### src/rtl/asclk_pkg.sv
package asclk_pkg;

  // Divide settings as held by the control register.
  typedef struct packed {
    logic       div4;       // 1: bit clock = master / 4
    logic [1:0] frameCode;  // 0:/32 1:/64 2:/128 of bit clock
  } divCfg_t;

  // Strobes from control to datapath.
  typedef struct packed {
    logic hold;   // clocks stopped: clear counter, force outputs low
    logic wrap;   // last cycle of a frame: restart counter
  } dpStrobe_t;

  localparam logic [1:0] FRAME_CODE_BAD = 2'd3;

endpackage

### src/rtl/asclk_ctrl.sv
module asclk_ctrl
  import asclk_pkg::*;
(
  input  logic       clk,
  input  logic       rstN,
  input  logic       cfgWrite,
  input  logic       cfgSerialEn,
  input  logic       cfgMclkEn,
  input  logic       cfgBitDiv4,
  input  logic [1:0] cfgFrameCode,
  input  logic       frameEnd,
  output divCfg_t    activeCfg,
  output dpStrobe_t  strb,
  output logic       mclkOn
);

  logic    regSerialEn;
  logic    regMclkEn;
  divCfg_t pendCfg;
  divCfg_t pendNext;
  logic    running;

  assign running = regSerialEn & regMclkEn;
  assign mclkOn  = regMclkEn;

  // Pending settings after this cycle's write; an illegal frame code keeps the old ratio.
  always_comb begin
    pendNext = pendCfg;
    if (cfgWrite) begin
      pendNext.div4 = cfgBitDiv4;
      if (cfgFrameCode != FRAME_CODE_BAD) pendNext.frameCode = cfgFrameCode;
    end
  end

  always_comb begin
    strb.hold = ~running;
    strb.wrap = running & frameEnd;
  end

  always_ff @(posedge clk) begin
    if (!rstN) begin
      regSerialEn <= 1'b0;
      regMclkEn   <= 1'b0;
      pendCfg     <= '0;
      activeCfg   <= '0;
    end else begin
      if (cfgWrite) begin
        regSerialEn <= cfgSerialEn;
        regMclkEn   <= cfgMclkEn;
      end
      pendCfg <= pendNext;
      // Stopped: follow at once. Running: only at the frame boundary.
      if (!running || frameEnd) activeCfg <= pendNext;
    end
  end

  // a rejected frame code never alters the stored ratio
  a_r4_code3_rejected: assert property (@(posedge clk) disable iff (!rstN)
    (cfgWrite && cfgFrameCode == FRAME_CODE_BAD) |=> (pendCfg.frameCode == $past(pendCfg.frameCode)));

  // while running, the live setting only moves across a frame boundary
  a_r7_cfg_held_mid_frame: assert property (@(posedge clk) disable iff (!rstN)
    ($past(running) && !$past(frameEnd)) |-> $stable(activeCfg));

  // the serial clocks are held whenever either enable is off
  a_r5_hold_without_enables: assert property (@(posedge clk) disable iff (!rstN)
    (!regSerialEn || !regMclkEn) |-> (strb.hold && !strb.wrap));

endmodule

### src/rtl/asclk_datapath.sv
module asclk_datapath
  import asclk_pkg::*;
#(
  parameter int MIN_FRAME_LOG2 = 5,   // smallest frame ratio is 2**MIN_FRAME_LOG2
  parameter int FRAME_STEPS    = 3,   // number of legal frame ratios, doubling each
  parameter int MAX_DIV_LOG2   = 2    // largest bit divide is 2**MAX_DIV_LOG2
) (
  input  logic      clk,
  input  logic      rstN,
  input  divCfg_t   cfg,
  input  dpStrobe_t strb,
  output logic      frameEnd,
  output logic      bitClk,
  output logic      frameClk
);

  localparam int CNT_W = MIN_FRAME_LOG2 + FRAME_STEPS - 1 + MAX_DIV_LOG2;
  localparam int IDX_W = $clog2(CNT_W + 1);

  logic [CNT_W-1:0] cnt;
  logic [CNT_W-1:0] periodMask;
  logic [IDX_W-1:0] bitIdx;
  logic [IDX_W-1:0] periodLog2;

  // One counter spans a whole frame; both clocks are bits of it.
  always_comb begin
    bitIdx     = cfg.div4 ? IDX_W'(1) : IDX_W'(0);
    periodLog2 = IDX_W'(MIN_FRAME_LOG2) + IDX_W'(cfg.frameCode) + bitIdx + IDX_W'(1);
    periodMask = (CNT_W'(1) << periodLog2) - CNT_W'(1);
    frameEnd   = &(cnt | ~periodMask);
    bitClk     = ~strb.hold & cnt[bitIdx];
    frameClk   = ~strb.hold & cnt[periodLog2 - IDX_W'(1)];
  end

  always_ff @(posedge clk) begin
    if (!rstN)                      cnt <= '0;
    else if (strb.hold || strb.wrap) cnt <= '0;
    else                            cnt <= cnt + CNT_W'(1);
  end

  // frame clock moves only with a falling bit clock
  a_r3_frame_on_bit_fall: assert property (@(posedge clk) disable iff (!rstN)
    (!strb.hold && $past(!strb.hold) && (frameClk != $past(frameClk)))
      |-> ($past(bitClk) && !bitClk));

  // divide-by-2 bit clock toggles every cycle
  a_r1_div2_toggle: assert property (@(posedge clk) disable iff (!rstN)
    (!strb.hold && $past(!strb.hold) && !cfg.div4 && $past(!cfg.div4))
      |-> (bitClk != $past(bitClk)));

  // the counter restarts from zero when clocks resume
  a_r6_restart_zero: assert property (@(posedge clk) disable iff (!rstN)
    $fell(strb.hold) |-> (cnt == '0));

  // every frame opens low on both clocks
  a_r2_frame_opens_low: assert property (@(posedge clk) disable iff (!rstN)
    $past(strb.wrap) |-> (!bitClk && !frameClk));

endmodule

### src/rtl/audio_serial_clkgen.sv
module audio_serial_clkgen
  import asclk_pkg::*;
#(
  parameter int MIN_FRAME_LOG2 = 5,
  parameter int FRAME_STEPS    = 3,
  parameter int MAX_DIV_LOG2   = 2
) (
  input  logic       clk,
  input  logic       rstN,
  input  logic       cfgWrite,
  input  logic       cfgSerialEn,
  input  logic       cfgMclkEn,
  input  logic       cfgBitDiv4,
  input  logic [1:0] cfgFrameCode,
  output logic       mclkOn,
  output logic       bitClk,
  output logic       frameClk
);

  divCfg_t   activeCfg;
  dpStrobe_t strb;
  logic      frameEnd;

  asclk_ctrl u_ctrl (
    .clk          (clk),
    .rstN         (rstN),
    .cfgWrite     (cfgWrite),
    .cfgSerialEn  (cfgSerialEn),
    .cfgMclkEn    (cfgMclkEn),
    .cfgBitDiv4   (cfgBitDiv4),
    .cfgFrameCode (cfgFrameCode),
    .frameEnd     (frameEnd),
    .activeCfg    (activeCfg),
    .strb         (strb),
    .mclkOn       (mclkOn)
  );

  asclk_datapath #(
    .MIN_FRAME_LOG2 (MIN_FRAME_LOG2),
    .FRAME_STEPS    (FRAME_STEPS),
    .MAX_DIV_LOG2   (MAX_DIV_LOG2)
  ) u_dp (
    .clk      (clk),
    .rstN     (rstN),
    .cfg      (activeCfg),
    .strb     (strb),
    .frameEnd (frameEnd),
    .bitClk   (bitClk),
    .frameClk (frameClk)
  );

endmodule

### config.mk
export PLATFORM = sky130hd
export DESIGN_NAME = audio_serial_clkgen
export DESIGN_NICKNAME = d
export VERILOG_FILES = /design/src/rtl/asclk_pkg.sv /design/src/rtl/asclk_ctrl.sv /design/src/rtl/asclk_datapath.sv /design/src/rtl/audio_serial_clkgen.sv
export SDC_FILE = /design/constraint.sdc
export NUM_CORES = 1
export LEC_CHECK = 0
export BUFFER_PORTS_ARGS = -buffer_cell sky130_fd_sc_hd__clkbuf_2
export CAP_MARGIN = 20
export CORE_MARGIN = 2
export CORE_UTILIZATION = 55
export CTS_CLUSTER_DIAMETER = 40
export DETAILED_ROUTE_END_ITERATION = 6
export HOLD_SLACK_MARGIN = 0.03
export PLACE_DENSITY = 0.74
export SYNTH_ARGS = -nofsm -noshare
export SYNTH_HDL_FRONTEND = slang
export SYNTH_HIERARCHICAL = 1
export SYNTH_SLANG_ARGS = --single-unit
export TNS_END_PERCENT = 100
### constraint.sdc
create_clock -name clk -period 3.4 [get_ports clk]
set_clock_uncertainty 0.15 [all_clocks]
set_input_delay 0.34 -clock clk [delete_from_list [all_inputs] [get_ports clk]]
set_output_delay 0.34 -clock clk [all_outputs]
set_load 0.02 [all_outputs]
Yosys cells after proc, flatten, opt, wreduce, memory -nomap -nowiden:

Index checks and enable logic that the tools add are counted.

* register bits: 17
* bits in latches: 0
* bits in writable memories: 0
* bits in read-only memories: 0
* logic and storage cells: 37
* memories kept: 0

* add/sub/neg operators: 6
* multipliers: 0
* divide/modulo/power cells: 0
* magnitude comparators: 2
* eq/ne operators: 1
* shift-type cells: 1
* multiplexer cells: 7
* bitwise gates (word level): 8
* reductions and logical operators: 5

Operators with widths (number)
* < comparator 4 x 5 -> 1 bit, second input constant: 2
* adder 9 x 1 -> 9 bit, second input constant: 1
* inverter 9 bit: 1
* OR 9 bit: 1
* AND reduction 9 bit: 1
* << shifter 1 x 4 -> 9 bit, first input constant: 1
* subtractor 9 x 2 -> 9 bit, second input constant: 1
* binary-select mux 1 bit (select 4 bit): 2
* adder 3 x 2 -> 4 bit, first input constant: 1
* adder 4 x 1 -> 4 bit, second input constant: 1
* adder 4 bit: 1
* bitwise AND 1 bit: 4
* subtractor 4 x 1 -> 4 bit, second input constant: 1
* two-way mux 1 bit: 3
* two-way mux 3 bit: 1
* logical OR 1 bit: 2
* two-way mux 2 bit: 1
* inequality test 2 bit, second input constant: 1
* inverter 1 bit: 2
* OR reduction 2 bit: 1
* zero test 1 bit: 1

Logic depth before layout (Yosys ltp):

* depth after elaboration: 11
* depth in mapped cells: 13
* depth with buffers taken out: 13

Hierarchy:

The synthesis kept the hierarchy.

Modules (own cells, without submodules)
* asclk_datapath: times used 1, cells each 72, area each 618.1 µm², sequential area each 180.2 µm²
* asclk_ctrl: times used 1, cells each 33, area each 319.1 µm², sequential area each 160.2 µm²

Worst setup path after synthesis:

OpenSTA, ideal clock, no wires.

* path type: reg2reg
* start point: reg, netlist name u_ctrl/activeCfg[2]
* end point: reg u_dp.cnt[5]
* arrival time: 2414 ps
* data required time: 3179 ps
* slack: 765 ps
* stages on the path, launching flop included: 13
* buffers on the path: 0
* path through: dfxtp_1 ha_1 inv_1 ha_1 ha_1 or3_4 or3_1 nand4_1 a211oi_1 and3_1 nor2_1 nand2_1 a21oi_1

RTL lines
* end signal: assignment: RTL line asclk_datapath.sv:38 `else cnt <= cnt + CNT_W'(1);`
* end: declaration: RTL line asclk_datapath.sv:20 `logic [CNT_W-1:0] cnt;`

==> impl_metrics.tcl <==
set metrics [dict create \
    grtUsageTotal 0.193 \
    path_depth 12 \
    start_kind "flop" \
    p_leak_nw 0.433 \
    reg2reg_slack_ns 0.50 \
    dr.pass1.iters 4 \
    ys.flop_type "dfxtp_1" \
    worstPathArrival_ns 2.98 \
    synth_area_um2 937 \
    worst_pin_slew_ns 0.357 \
    cts_root_buf "clkbuf_4" \
    finalSetupViolCount 0 \
    fin_crit_sh 0.853 \
    drtIter0Drc 3 \
    grt_start_max_net_pins 11 \
    slowest_delay_ns 0.41 \
    cts_made_buffers 3 \
    end_kind "flop" \
    clk_path_buf_depth 2 \
    dp.cells 130 \
    irDropWorstVdd_mv 0.235 \
    period_minus_slack_ns 2.90 \
    total_power_mw 0.370 \
    multiInputGateArea_um2 563 \
    cts.clk_slew.worst_paths_ns 0.10 \
    p_per_area_mw_per_mm2 362 \
    layout_commonest_cell "dfxtp_1" \
    grt_pass1_vias 719 \
    grt_pass1_wl_um 2920 \
    htree_levels 1 \
    path_buf_inv 1 \
    status "finished clean" \
    start_util 0.601 \
    die_x_um 45.3 \
    reg2reg_depth 12 \
    drv_slew 0 \
    ys_types 29 \
    clk_latency_ns 0.28 \
    die-height_um 45.3 \
    relSlewSlack 0.761 \
    die_area_mm2 0.00205 \
    maxCapViolations 0 \
    cts_tree "built" \
    path_class "reg -> reg" \
    antenna_found_initial 0 \
    finalSetupTns_ns 0 \
    top_level_ports 11 \
    crit_slowest_cell "or3_4" \
    postLayoutCellArea_mm2 0.00102 \
    synth-edff-count 0 \
    grt_overflow 0 \
    critPathCapture "u_dp/cnt[5]$_SDFF_PP0_" \
    rows 14 \
    vias 745 \
    finalNetCount 135 \
    avgSynthCellArea_um2 8.93 \
    vias_per_cell 5.56 \
    place_ws_ns 0.511 \
    hpwl_um 1320 \
    cts_setup_buffers 0 \
    r2r_start "u_ctrl/activeCfg[2]$_SDFFE_PN0P_" \
    antenna_cells 0 \
    final_cells 134 \
    port_buffers 10 \
    finalHoldViolations 0 \
    syn_inst 105 \
    synthesis.nets 121 \
    regArea_um2 340 \
    gp_congestion 0.756 \
    crit_top_cell "ha_1" \
    rsz0062_at_grt "false" \
    drc 0 \
    core_mm2 0.00156 \
    holdBufCountCts 0 \
    holdPathStages 3 \
    hold_class "in -> reg" \
    async_flop_share 0 \
    ys_ff_latch 17 \
    path_cells "ha_1, inv_1, ha_1, ha_1, or3_4, or3_1, nand4_1, a211oi_1, and3_1, nor2_1, nand2_1, a21oi_1" \
    required_ns 3.47 \
    syn_to_final_growth_pct 9.21 \
    final_cell_mix "dfxtp_1, nor2_1, clkbuf_2" \
    yosys_warnings 6 \
    drtAntennaViolNets 0 \
    n_fill_cell 141 \
    wire_per_inst_um 12.1 \
    max_freq_ghz 0.345 \
    crit_path_start "u_ctrl/activeCfg[2]$_SDFFE_PN0P_" \
    place_area_um2 996 \
    yosysSeqAreaShare 0.363 \
    cts_resized 0 \
    wl_um 1620 \
    layout-drive-gt1-share 0.153 \
    critical_path.top_delay_family "simple AND/OR/NAND/NOR gates" \
    setup_slack_ns 0.498 \
    r2r-end "u_dp/cnt[5]$_SDFF_PP0_" \
    clock-sinks 17 \
    worstPathMaxFanout 8 \
]
==> through the flow <==
stage,utilization,hold WS [ns]
finish,0.657,0.139
global route,0.657,0.169
CTS,0.657,0.134
detailed placement,0.639,0.315
global placement,0.639,0.311
floorplan,-,0.279
==> routing by layer <==
layer,vias up,track usage,share of wire
met2,9,0.354,0.50
met5,-,0,0
met1,346,0.235,0.48
li1,390,-,-
met3,0,0.0360,0.024
met4,0,0.0353,0
==> cell type report <==
class / instances / share of cell area
clock buffers: 3 / 0.0220
clock inverters: 1 / 0.00489
inverters: 6 / 0.0220
multi-input cells: 81 / 0.550
flip-flops and latches: 17 / 0.333
well taps: 16 / 0.0196
repair buffers: 10 / 0.0489
==> where the power goes <==
part	leakage [nW]	switching [mW]	internal, mW	total (mW)
Sequential	0.138	0.00357	0.205	0.208
Combinational	0.277	0.0302	0.0263	0.0565
Clock	0.0177	0.0618	0.0436	0.105
==> sequential cells by signal (all words and copies together), names as in the netlist <==
name / cells
u_ctrl/activeCfg: 3
u_dp/cnt: 9
u_ctrl/mclkOn: 1
u_ctrl/regSerialEn: 1
u_ctrl/pendCfg: 3
==> worst min-delay path by stage <==
stage / from / to / slack, ns
final: cfgSerialEn / u_ctrl/regSerialEn$_SDFFE_PN0P_ / 0.14
after global routing: cfgSerialEn / u_ctrl/regSerialEn$_SDFFE_PN0P_ / 0.17
after CTS: cfgSerialEn / u_ctrl/regSerialEn$_SDFFE_PN0P_ / 0.13
after detailed placement: u_dp/cnt[0]$_SDFF_PP0_ / u_dp/cnt[0]$_SDFF_PP0_ / 0.32
after global placement: u_ctrl/activeCfg[1]$_SDFFE_PN0P_ / u_ctrl/activeCfg[1]$_SDFFE_PN0P_ / 0.31
after floorplan: u_dp/cnt[0]$_SDFF_PP0_ / u_dp/cnt[0]$_SDFF_PP0_ / 0.28
==> worst min-delay path: stages <==
cell	delay (ns)
clkbuf_2	0.08
mux2i_1	0.06
nor2_1	0.07
==> synth_stat cells (2+ instances only) <==
| cell | number | area share |
|---|---|---|
| inv_1 | 6 | 0.024 |
| xor2_1 | 2 | 0.019 |
| and3_1 | 5 | 0.033 |
| o22ai_1 | 3 | 0.020 |
| nor2_1 | 15 | 0.060 |
| mux2i_1 | 5 | 0.053 |
| xnor2_1 | 5 | 0.047 |
| and2b_1 | 2 | 0.016 |
| dfxtp_1 | 17 | 0.36 |
| nor2b_1 | 3 | 0.020 |
| ha_1 | 7 | 0.093 |
| nand2_1 | 7 | 0.028 |
| nand3_1 | 3 | 0.016 |
| or3_1 | 2 | 0.013 |
| o21ai_0 | 4 | 0.021 |
| a211oi_1 | 3 | 0.024 |
| a21oi_1 | 4 | 0.021 |
==> cell families after synthesis <==
logic type,after synthesis,synth area share
compound gates,18,0.130
simple gates,42,0.226
fa+ha+maj,8,0.115
buf+inv,7,0.0360
flops,17,0.363
xor+xnor,7,0.0654
mux,6,0.0654
(Power assumes the default switching activity.)
